--- src/rtl/rxflag_pkg.sv ---
package rxflag_pkg;
  localparam int REG_W  = 8;
  localparam int STAT_W = 2;
  localparam int NUM_EV = 4;

  // Event index to register bit position: 0 rx-full, 1 overrun, 2 status change, 3 wakeup
  function automatic int ev_bit_pos(input int idx);
    case (idx)
      0:       return 0;
      1:       return 1;
      2:       return 6;
      default: return 7;
    endcase
  endfunction
endpackage

--- src/rtl/rxflag_event_bit.sv ---
module rxflag_event_bit (
  input  logic clk,
  input  logic rst_n,
  input  logic hold_i,
  input  logic set_i,
  input  logic clr_i,
  output logic q_o
);
  logic q_d;
  logic q_q;

  always_comb begin
    q_d = q_q;
    if (hold_i)      q_d = 1'b0;
    else if (set_i)  q_d = 1'b1;
    else if (clr_i)  q_d = 1'b0;
  end

  always_ff @(posedge clk or negedge rst_n) begin
    if (!rst_n) q_q <= 1'b0;
    else        q_q <= q_d;
  end

  assign q_o = q_q;
endmodule

--- src/rtl/rxflag_stat_track.sv ---
module rxflag_stat_track #(
  parameter int W = 2
) (
  input  logic         clk,
  input  logic         rst_n,
  input  logic [W-1:0] rx_i,
  input  logic [W-1:0] tx_i,
  output logic [W-1:0] rx_o,
  output logic [W-1:0] tx_o,
  output logic         chg_o
);
  logic [W-1:0] rx_q, tx_q;

  always_ff @(posedge clk or negedge rst_n) begin
    if (!rst_n) begin
      rx_q <= '0;
      tx_q <= '0;
    end else begin
      rx_q <= rx_i;
      tx_q <= tx_i;
    end
  end

  assign chg_o = (rx_i != rx_q) || (tx_i != tx_q);
  assign rx_o  = rx_q;
  assign tx_o  = tx_q;
endmodule

--- src/rtl/can_rx_flag_reg.sv ---
module can_rx_flag_reg
  import rxflag_pkg::*;
#(
  parameter int ADDR_W    = 1,
  parameter int FLAG_ADDR = 0,
  parameter int IEN_ADDR  = 1
) (
  input  logic              clk,
  input  logic              rst_n,
  input  logic              wake_set,
  input  logic              ovr_set,
  input  logic              rxf_set,
  input  logic [STAT_W-1:0] rx_stat,
  input  logic [STAT_W-1:0] tx_stat,
  input  logic              init_req,
  input  logic              init_ack,
  input  logic              rd_en,
  input  logic              wr_en,
  input  logic [ADDR_W-1:0] addr,
  input  logic [REG_W-1:0]  wr_data,
  output logic [REG_W-1:0]  rd_data,
  output logic              irq
);
  localparam logic [ADDR_W-1:0] A_FLAG = ADDR_W'(FLAG_ADDR);
  localparam logic [ADDR_W-1:0] A_IEN  = ADDR_W'(IEN_ADDR);

  logic              init_active, wr_open, flag_wr, ien_wr, stat_chg;
  logic [STAT_W-1:0] rx_view, tx_view;
  logic [NUM_EV-1:0] ev_set, ev_q, ien_d, ien_q, ien_wdata;
  logic [REG_W-1:0]  flag_view, ien_view;
  logic              unused_wr_bits;

  assign init_active    = init_req & init_ack;
  assign wr_open        = ~init_req & ~init_ack;
  assign flag_wr        = wr_en & wr_open & (addr == A_FLAG);
  assign ien_wr         = wr_en & (addr == A_IEN);
  assign unused_wr_bits = ^wr_data[5:2];

  rxflag_stat_track #(.W(STAT_W)) u_stat (
    .clk   (clk),
    .rst_n (rst_n),
    .rx_i  (rx_stat),
    .tx_i  (tx_stat),
    .rx_o  (rx_view),
    .tx_o  (tx_view),
    .chg_o (stat_chg)
  );

  assign ev_set = {wake_set, stat_chg, ovr_set, rxf_set};

  for (genvar g = 0; g < NUM_EV; g++) begin : g_ev
    localparam int POS = ev_bit_pos(g);
    rxflag_event_bit u_bit (
      .clk    (clk),
      .rst_n  (rst_n),
      .hold_i (init_active),
      .set_i  (ev_set[g]),
      .clr_i  (flag_wr & wr_data[POS]),
      .q_o    (ev_q[g])
    );
    assign ien_wdata[g] = wr_data[POS];
  end

  always_comb begin
    ien_d = ien_q;
    if (ien_wr) ien_d = ien_wdata;
  end

  always_ff @(posedge clk or negedge rst_n) begin
    if (!rst_n) ien_q <= '0;
    else        ien_q <= ien_d;
  end

  always_comb begin
    flag_view = '0;
    ien_view  = '0;
    for (int i = 0; i < NUM_EV; i++) begin
      flag_view[ev_bit_pos(i)] = ev_q[i];
      ien_view[ev_bit_pos(i)]  = ien_q[i];
    end
    flag_view[5:4] = rx_view;
    flag_view[3:2] = tx_view;
  end

  always_comb begin
    rd_data = '0;
    if (rd_en) begin
      if (addr == A_FLAG)     rd_data = flag_view;
      else if (addr == A_IEN) rd_data = ien_view;
    end
  end

  assign irq = |(ev_q & ien_q);
endmodule

--- config.mk ---
export PLATFORM = sky130hd
export DESIGN_NAME = can_rx_flag_reg
export DESIGN_NICKNAME = d
export VERILOG_FILES = /design/src/rtl/rxflag_pkg.sv /design/src/rtl/rxflag_event_bit.sv /design/src/rtl/rxflag_stat_track.sv /design/src/rtl/can_rx_flag_reg.sv
export SDC_FILE = /design/constraint.sdc
export NUM_CORES = 1
export LEC_CHECK = 0
export ABC_AREA = 1
export BUFFER_PORTS_ARGS = -buffer_cell sky130_fd_sc_hd__buf_2
export CAP_MARGIN = 0
export CORE_MARGIN = 3
export CORE_UTILIZATION = 46
export DETAILED_ROUTE_END_ITERATION = 6
export PLACE_DENSITY = 0.83
export SYNTH_ARGS = -nofsm -noshare
export SYNTH_HDL_FRONTEND = slang
export SYNTH_SLANG_ARGS = --single-unit
--- constraint.sdc ---
create_clock -name clk -period 1.2 [get_ports clk]
set_input_delay 0.36 -clock clk [delete_from_list [all_inputs] [get_ports clk]]
set_output_delay 0.36 -clock clk [all_outputs]
set_load 0.005 [all_outputs]
==> summary.txt, run 1 <==
CTS
  – Clock sink total: 12
  – Root Driver: clkbuf_4
  – CTS buffer count: 3
  – CTS H-tree depth: 1
  – Clk buf depth: 2
  – CTS clock-pin slew for the worst setup and hold paths: roughly 0.07 ns
  – TritonCTS clock tree: yes
  – Clk_lat worst skew: about 0.27 ns

Run status
  – Violated checks: negative setup slack
  – Status: complete, but fails checks

Routing
  – Via density: around 4.8
  – DRT iter0 DRCs: 8
  – DRC: 0
  – Post-route ant nets: 0
  – Via Count: ~650
  – Routed Wire Length: ~1500 um
  – Routed wire per std cell: 11.3 um
  – Drt first pass iters: 4

Flow run
  – Max-cap violations: 0

Worst setup path
  – Crit start category: flip-flop
  – Critical R2R Launch: u_stat.rx_o[0]$_DFF_PN0_
  – Worst r2r dst: g_ev[2].u_bit.q_o$_DFFE_PN0P_
  – Critical Path Start: g_ev[2].u_bit.q_o$_DFFE_PN0P_
  – CP Data Arrival Time: between 0.9 and 1 ns
  – R2r setup slk: 0.09 ns
  – Critical path endpoint category: output pin
  – FF-to-FF path depth: 9
  – CP Max Fanout: 3
  – Worst Setup Path Type: reg -> out
  – CP required: approximately 0.84 ns

Floorplan
  – Core ar.: ~1200 sq um
  – Die span in x: approximately 43 um
  – DIE HEIGHT: between 40 and 50 um
  – IO Count: 31
  – Rows: 12
  – Die area: 1850 sq um
  – Starting Density: between 50% and 60%

Synthesis
  – Count leader, synth: nand2_1
  – Mapped Cells: 81
  – Synth top area cells: dfrtp_1 48%, nand2_1 12%, nor2_1 11%, mux2_4 9.5%, inv_1 7.1%
  – Synth Cell Area: 632 sq um
  – Main synth FF type: dfrtp_1
  – Yosys reg bits: 12
  – Commonest cells in the netlist: 20 x nand2_1, 18 x nor2_1, 12 x dfrtp_1, 12 x inv_1, 5 x nand3_1
  – Largest area contributor in the netlist: dfrtp_1
  – Synthesis Warnings: 0
  – Number of synthesized flops with an enable pin: 0
  – Synth top area share: a little under half
  – Syn_nets: around 100
  – Seq/Total Area, Yosys: between 40 and 50%
  – Post-synth cell types: 11
  – Avg Cell Area, Syn: around 8 sq um
  – Post-synth ARST share: 100%

Hold path
  – HP Class: in -> reg
  – Hold_sp: tx_stat[1]
  – Hold EP: u_stat.tx_o[1]$_DFF_PN0_
  – Hold Path Stages: 1

STA
  – Achievable frequency: 749 MHz
  – Final Critical Period: 1.33 ns
  – Worst clock skew: 0.000241 ns
  – Worst rel slew slack: between 80% and 90%
  – Setup TNS: -0.728 ns
  – Final Hold Viols: 0
  – Max Slew Vio Count: 0
  – RSZ-0062 raised after global routing: yes
  – Fin worst setup slack: -0.135 ns
  – Period utilisation layout: 111%
  – Tightest Pin Transition: about 0.29 ns
  – # setup viols final: 9

Placement
  – GPL Wtd Cong: approximately 0.8
  – I/O Buffers: 26
  – Dpl hpwl: between 1000 and 1500 um
  – DP Area: about 800 sq um

Final layout
  – Layout cell share with drive strength beyond 1: between 40% and 50%
  – Combined area of the multi-input logic cells: around 300 sq um
  – Area Growth Syn to Fin: 44.6%
  – Filler instances: roughly 90
  – Post-layout util: 76.0%
  – Finished Cell Area: between 900 and 1000 sq um
  – Sequential Area: 300 sq um
  – ANT cells: 0
  – Nets@finish: roughly 150

Power
  – Leak: about 0.00053 uW
  – Worst vdd ir: a little over 0.7 mV
  – Total power: 962 uW
  – Pwr dens: about 1100 nW/um^2

GRT
  – First-pass GRT wire length: between 2000 and 2500 um
  – Vias in the first global route: approximately 600
  – Largest net degree at the start of global routing: 13
  – GRT Resource Usage Total: 17.8%
  – Initial antenna violation count: 0
  – Grt ovf: 0
==> power by group <==
group | leakage, uW | switching, uW | internal, uW | total [uW]
clock | 0.0000138 | 127 | 116 | 244
sequential | 0.000138 | 30.9 | 443 | 474
combinational | 0.000380 | 109 | 135 | 244
==> registers in the layout, indices dropped and copies added, names as in the netlist <==
| signal | count |
|---|---|
| g_ev.u_bit.q_o | 4 |
| ien_q | 4 |
| u_stat.rx_o | 2 |
| u_stat.tx_o | 2 |
==> cell usage in the layout (no fill, tap or decap), drive strengths merged <==
master,count
buf,36
nand2,21
nor2,19
dfrtp,12
inv,12
nand3,5
mux2,4
o21ai,4
a21oi,3
clkbuf,3
nand4,1
dlygate4sd3,1
==> critical path, stage by stage (launching register included) <==
cell and delay, ns:
dfrtp_1 0.41, nand2_1 0.09, nand4_1 0.07, buf_2 0.13
==> through the flow <==
stage | hold WS [ns] | instances | setup WS (ns)
3_3_place_gp | 0.247 | 122 | -0.113
5_1_grt | 0.214 | 135 | -0.190
4_1_cts | 0.213 | 132 | -0.127
6_report | 0.214 | 135 | -0.135
2_1_floorplan | 0.0644 | 81 | 0.183
3_5_place_dp | 0.250 | 122 | -0.128
==> layout make-up <==
class                      instances  area share [%]
multi-input combinational         57            33.4
tap                               14            1.92
sequential                        12            32.9
inverter                          12            5.48
timing repair buffer              37            23.8
clock buffer                       3            2.47
==> how the worst max path moves through the flow <==
stage | endpoint | depth (start not counted)
CTS | rd_data[6] | 3
detailed placement | rd_data[4] | 5
floorplan | rd_data[2] | 3
finish | irq | 3
global placement | rd_data[4] | 5
global route | rd_data[7] | 3
==> cell families after synthesis <==
| kind of cell | synth area share, % |
|---|---|
| compound gates | 5.54 |
| buf+inv | 7.13 |
| flops | 47.5 |
| mux | 9.51 |
| simple gates | 30.3 |
==> routing by layer <==
layer | track usage (%) | part of all wire, % | up-vias | routed length [um]
met1 | 20.3 | 40 | 295 | 606
met5 | 0 | 0 | - | 0
met2 | 29.3 | 53 | 17 | 812
li1 | - | - | 331 | -
met3 | 4.66 | 5.1 | 4 | 78
met4 | 10.8 | 1.8 | 0 | 28
==> repair_timing <==
item / in CTS / in global routing
buffers inserted: 6 / 3
cloned: 0 / 0
endpoints found under the setup margin: 9 / 9
pin swaps: 6 / 2
gates resized for setup: 8 / 11
endpoints found under the hold margin: 12 / 0
hold buffers: 1 / 0
Note: power is estimated with default switching activity, not from simulation.
==> inputs of run 2 (changes only) <==
--- a/config.mk
+++ b/config.mk
@@ -9,9 +9,10 @@
 export BUFFER_PORTS_ARGS = -buffer_cell sky130_fd_sc_hd__buf_2
 export CAP_MARGIN = 0
 export CORE_MARGIN = 3
-export CORE_UTILIZATION = 46
+export CORE_UTILIZATION = 40
 export DETAILED_ROUTE_END_ITERATION = 6
-export PLACE_DENSITY = 0.83
+export MAX_ROUTING_LAYER = met4
+export PLACE_DENSITY = 0.74
 export SYNTH_ARGS = -nofsm -noshare
 export SYNTH_HDL_FRONTEND = slang
 export SYNTH_SLANG_ARGS = --single-unit
==> run 2 against run 1 <==
The run still ends with negative setup slack left. Cell count increased by 3.0%. Global-route usage shrank 0.93 points. Via count increased by 2.9%. Core utilization fell by 8.0 points. Setup slack got worse by 0.018 ns. Worst hold slack got worse by 0.0023 ns. Clock skew about the same. Combinational power up 3%. Die area is 13% higher. Highest routed layer unchanged. Largest cell class unchanged. Fmax is 1.3% lower. Wire length up 5.9%.
==> summary.txt, run 2 (synthesized netlist as in run 1, its figures left out) <==
Final layout
  – Layout cell share with drive strength beyond 1: approximately 47%
  – ANT cells: 0
  – Commonest non-fill, non-tap cell in the layout: buf_2
  – Area Growth Syn to Fin: 48.9%
  – Most frequent cells in the layout: 25 x buf_2, 19 x nand2_1, 15 x nor2_1
  – Nets@finish: between 100 and 150
  – Finished Cell Area: between 900 and 1000 sq um

Power
  – Total power: 1050 uW
  – Worst vdd ir: approximately 0.98 mV
  – Pwr dens: 1120 nW/um^2
  – Leak: between 0.0005 and 0.0006 uW

Floorplan
  – DIE HEIGHT: approximately 46 um
  – Core ar.: 1380 sq um
  – Die area: roughly 2100 sq um
  – Rows: 13
  – Die span in x: about 46 um
  – Starting Density: a little under half
  – IO Count: 31

Routing
  – Via density: around 4.8
  – Routed wire per std cell: ~12 um
  – Drt first pass iters: 4
  – DRT iter0 DRCs: 9
  – Via Count: 666
  – Routed Wire Length: between 1500 and 2000 um
  – Post-route ant nets: 0
  – DRC: 0

Worst setup path
  – CP required: 0.84 ns
  – Crit start category: flip-flop
  – Worst Setup Path Type: reg -> out
  – CP Max Fanout: 3
  – Critical Path Start: g_ev[3].u_bit.q_o$_DFFE_PN0P_
  – Critical path endpoint category: output pin
  – Critical R2R Launch: u_stat.rx_o[1]$_DFF_PN0_
  – R2r setup slk: around 0.07 ns
  – CP Data Arrival Time: about 0.99 ns

STA
  – # setup viols final: 9
  – Worst clock skew: 0.000209 ns
  – Period utilisation layout: 113%
  – RSZ-0062 raised after global routing: yes
  – Final Hold Viols: 0
  – Tightest Pin Transition: roughly 0.27 ns
  – Achievable frequency: around 740 MHz
  – Max Slew Vio Count: 0
  – Fin worst setup slack: -0.153 ns
  – Worst rel slew slack: between 80% and 90%
  – Final Critical Period: 1.35 ns

CTS
  – CTS buffer count: 3
  – Root Driver: clkbuf_4
  – CTS H-tree depth: 1
  – TritonCTS clock tree: yes
  – Clk_lat worst skew: approximately 0.28 ns
  – Clk buf depth: 2
  – CTS clock-pin slew for the worst setup and hold paths: 0.08 ns
  – Clock sink total: 12

Run status
  – Status: complete, but fails checks
  – Violated checks: negative setup slack

GRT
  – GRT Max-Usage Layer: met2
  – Met3 Use GR: between 5 and 6%
  – First-pass GRT wire length: between 2000 and 2500 um
  – M2 GR Usage: between 20% and 30%
  – Initial antenna violation count: 0
  – Vias in the first global route: 603
  – Largest net degree at the start of global routing: 13
  – Grt ovf: 0
  – GRT met1 Usage: approximately 17%
  – GRT Resource Usage Total: ~17%

Hold path
  – HP Class: in -> reg
  – Hold_sp: tx_stat[0]

Flow run
  – Max-cap violations: 0

Placement
  – GPL Wtd Cong: around 0.74
  – I/O Buffers: 26
  – DP Worst Slack: -0.166 ns
  – DP Area: 788 sq um
  – Dpl hpwl: roughly 1200 um
-- run 2: cell types whose count changed in the layout (fill, tap and decap cells not counted) --
cell,before,now
inv_4,0,1
buf_4,11,13
inv_6,1,0
clkbuf_8,0,1
-- run 2: critical path: stages (launching register included) --
cell and delay, ns:
dfrtp_1 0.41, nand2_1 0.08, nand4_1 0.09, buf_2 0.14
-- run 2: routing by layer --
| layer | wire length (um) | share of wire (%) |
|---|---|---|
| met1 | 631 | 39 |
| met5 | 0 | 0 |
| met2 | 839 | 52 |
| met4 | 51 | 3.2 |
| met3 | 93 | 5.8 |
-- run 2: stage by stage --
step	TNS (ns)	util [%]	hold WS (ns)	instances
global placement	-0.531	57.0	0.253	123
global route	-1.28	68.1	0.212	139
CTS	-0.830	63.3	0.214	132
finish	-0.826	68.1	0.212	139
floorplan	0	-	0.0644	81
detailed placement	-0.766	57.0	0.252	123
-- run 2: what timing repair did --
item / in CTS / in global routing
hold buffers: 1 / 0
setup endpoints to repair: 9 / 9
gates resized for setup: 10 / 8
endpoints found under the hold margin: 12 / 0
gates cloned: 0 / 0
pin swaps: 8 / 4
setup buffers: 4 / 7
-- run 2: worst paths after layout --
path                                            endpoint  depth (start not counted)
min                             u_stat.tx_o[0]$_DFF_PN0_                          1
max in group asynchronous           ien_q[3]$_DFFE_PN0P_                          2
min in group asynchronous       u_stat.rx_o[0]$_DFF_PN0_                          2
max reg2reg                g_ev[2].u_bit.q_o$_DFFE_PN0P_                          8
max                                                  irq                          3
min reg2reg                         ien_q[0]$_DFFE_PN0P_                          1
-- run 2: report_power, final --
group	switching, uW	total [uW]	internal (uW)
logic	111	252	140
clock network	138	323	185
registers	32.5	475	443
-- run 2: final cells by class --
class | instances | area, sq um
Clock buffer | 4 | 36.3
Inverter | 12 | 47.5
Timing Repair Buffer | 39 | 233
Tap cell | 15 | 18.8
Multi-Input combinational cell | 57 | 305
Sequential cell | 12 | 300
Fill cell | 108 | 442
==> inputs of run 3 (changes only) <==
==> constraint.sdc (replaced) <==
create_clock -name clk -period 1.6 [get_ports clk]
set_input_delay 0.48 -clock clk [delete_from_list [all_inputs] [get_ports clk]]
set_output_delay 0.48 -clock clk [all_outputs]
set_load 0.005 [all_outputs]
==> run 3 against run 2 <==
The flow now finishes without violations. Power shrank 30%. Flip-flop and latch count is the same. Sequential share of layout area grew 4.4 points. Via count shrank 11%. Global-route usage shrank 1.4 points. Register-to-register slack gained 0.66 ns. Non-clock buffer count shrank 12. Combinational power shrank 44%. Clock-buffer cell count is the same. Core utilization shrank 8.2 points. Clock power shrank 27%. Cell area shrank 12%. Largest power group unchanged.
==> summary.txt, run 3 (synthesized netlist as in run 1, its figures left out) <==
Routing
  – Via density: approximately 4.7
  – DRC: 0
  – Via Count: 593
  – Routed Wire Length: roughly 1300 um
  – DRT iter0 DRCs: 5
  – Routed wire per std cell: ~11 um
  – Post-route ant nets: 0
  – Drt first pass iters: 4

Final layout
  – Nets@finish: approximately 140
  – Commonest non-fill, non-tap cell in the layout: buf_2
  – Area Growth Syn to Fin: 30.9%
  – Combined area of the multi-input logic cells: slightly below 300 sq um
  – Post-layout util: 59.8%
  – Non-Filler Instances: between 100 and 150
  – Sequential Area: around 300 sq um
  – Most frequent cells in the layout: 26 x buf_2, 19 x nand2_1, 18 x nor2_1
  – ANT cells: 0
  – Layout cell share with drive strength beyond 1: around a third
  – Filler instances: 126

STA
  – # setup viols final: 0
  – Period utilisation layout: 93.8%
  – Achievable frequency: about 670 MHz
  – Fin worst setup slack: between 0.09 and 0.1 ns
  – Setup TNS: 0 ns
  – Final Hold Viols: 0
  – Worst clock skew: 0.000406 ns
  – Worst rel slew slack: between 80 and 90%
  – Final Critical Period: ~1.5 ns
  – Tightest Pin Transition: around 0.27 ns
  – Max Slew Vio Count: 0
  – RSZ-0062 raised after global routing: no

Placement
  – I/O Buffers: 26
  – DP Worst Slack: approximately 0.0052 ns
  – Placed cells: between 100 and 150
  – Dpl hpwl: between 1000 and 1500 um
  – GPL Wtd Cong: around 0.74

Power
  – Sequential power share: approximately 48%
  – Clk pwr share: approximately a third
  – Psw: around 190 uW
  – Int Pwr: ~540 uW
  – Leak: 0.000491 uW
  – Pwr dens: around 890 nW/um^2
  – Switching Share: around a quarter
  – Worst vdd ir: 0.479 mV
  – Logic pwr share: 19.3%

Worst setup path
  – Worst Setup Path Type: in -> out
  – CP Max Fanout: 5
  – Critical path endpoint category: output pin
  – CP required: between 1 and 1.5 ns
  – Crit start category: primary input
  – CP Data Arrival Time: 1.02 ns

Floorplan
  – Starting Density: 45.7%
  – DIE HEIGHT: approximately 46 um
  – Rows: 13
  – Die span in x: 45.7 um
  – Core ar.: around 1400 sq um
  – Die area: 2090 sq um
  – IO Count: 31

GRT
  – GRT met1 Usage: around a fifth
  – Largest net degree at the start of global routing: 13
  – M2 GR Usage: 22.3%
  – Initial antenna violation count: 0
  – GRT Max-Usage Layer: met2
  – First-pass GRT wire length: ~2200 um
  – Grt ovf: 0
  – GRT Resource Usage Total: between 15 and 20%
  – Met3 Use GR: 3.56%
  – Vias in the first global route: 517

CTS
  – TritonCTS clock tree: yes
  – Root Driver: clkbuf_4
  – CTS buffer count: 3
  – Clk buf depth: 2
  – CTS clock-pin slew for the worst setup and hold paths: roughly 0.080 ns
  – Clk_lat worst skew: 0.27 ns
  – Hold_buf cts: 0
  – Clock sink total: 12
  – CTS H-tree depth: 1

Flow run
  – Max-cap violations: 0

Run status
  – Status: completed

Hold path
  – HP Class: in -> async
## run 3: area by class of cell
class / count / area share, %
flip-flops and latches: 12 / 36.3
multi-input cells: 57 / 34.9
repair buffers: 27 / 16.6
inverters: 12 / 5.45
clock buffers: 4 / 4.39
well taps: 15 / 2.27
## run 3: power groups by stage
stage / clock network [uW] / logic, uW / registers, uW
5_1_grt: 259 / 161 / 359
4_1_cts: 238 / 144 / 355
2_1_floorplan: 0 / 80.2 / 353
3_3_place_gp: 0 / 139 / 360
6_report: 237 / 141 / 356
3_5_place_dp: 0 / 143 / 361
## run 3: path summary, 6_finish.rpt
kind | slack (ns) | cells after the start | endpoint | start
worst max-delay path | 0.1 | 5 | rd_data[1] | addr
worst min-delay path | 0.07 | 1 | u_stat.rx_o[1]$_DFF_PN0_ | rst_n
worst max register to register | 0.73 | 7 | g_ev[2].u_bit.q_o$_DFFE_PN0P_ | u_stat.rx_o[1]$_DFF_PN0_
worst min register to register | 0.55 | 1 | ien_q[2]$_DFFE_PN0P_ | ien_q[2]$_DFFE_PN0P_
max in group asynchronous | 1.32 | 1 | ien_q[3]$_DFFE_PN0P_ | rst_n
min in group clk | 0.34 | 1 | u_stat.tx_o[0]$_DFF_PN0_ | tx_stat[0]
## run 3: stage by stage
step                hold slack, ns  power (uW)  instance area, sq um
floorplan                    0.184         434                   632
global placement             0.373         499                   788
detailed placement           0.369         504                   788
CTS                         0.0803         737                   825
global route                0.0736         779                   827
finish                      0.0697         734                   827
## run 3: per-layer routing
metal	wire length [um]	share of wire (%)
met1	632	47
met2	625	46
met3	60	4.5
met4	27	2.0
met5	0	0
## run 3: repair_timing
action,4_1_cts,5_1_grt
setup endpoints to repair,0,4
setup buffers,0,0
gates resized for setup,0,2
## run 3: worst max-delay path, cell delays in order
cell	delay, ns
buf_2	0.12
buf_4	0.15
nor2_1	0.10
nor2_1	0.05
buf_2	0.12
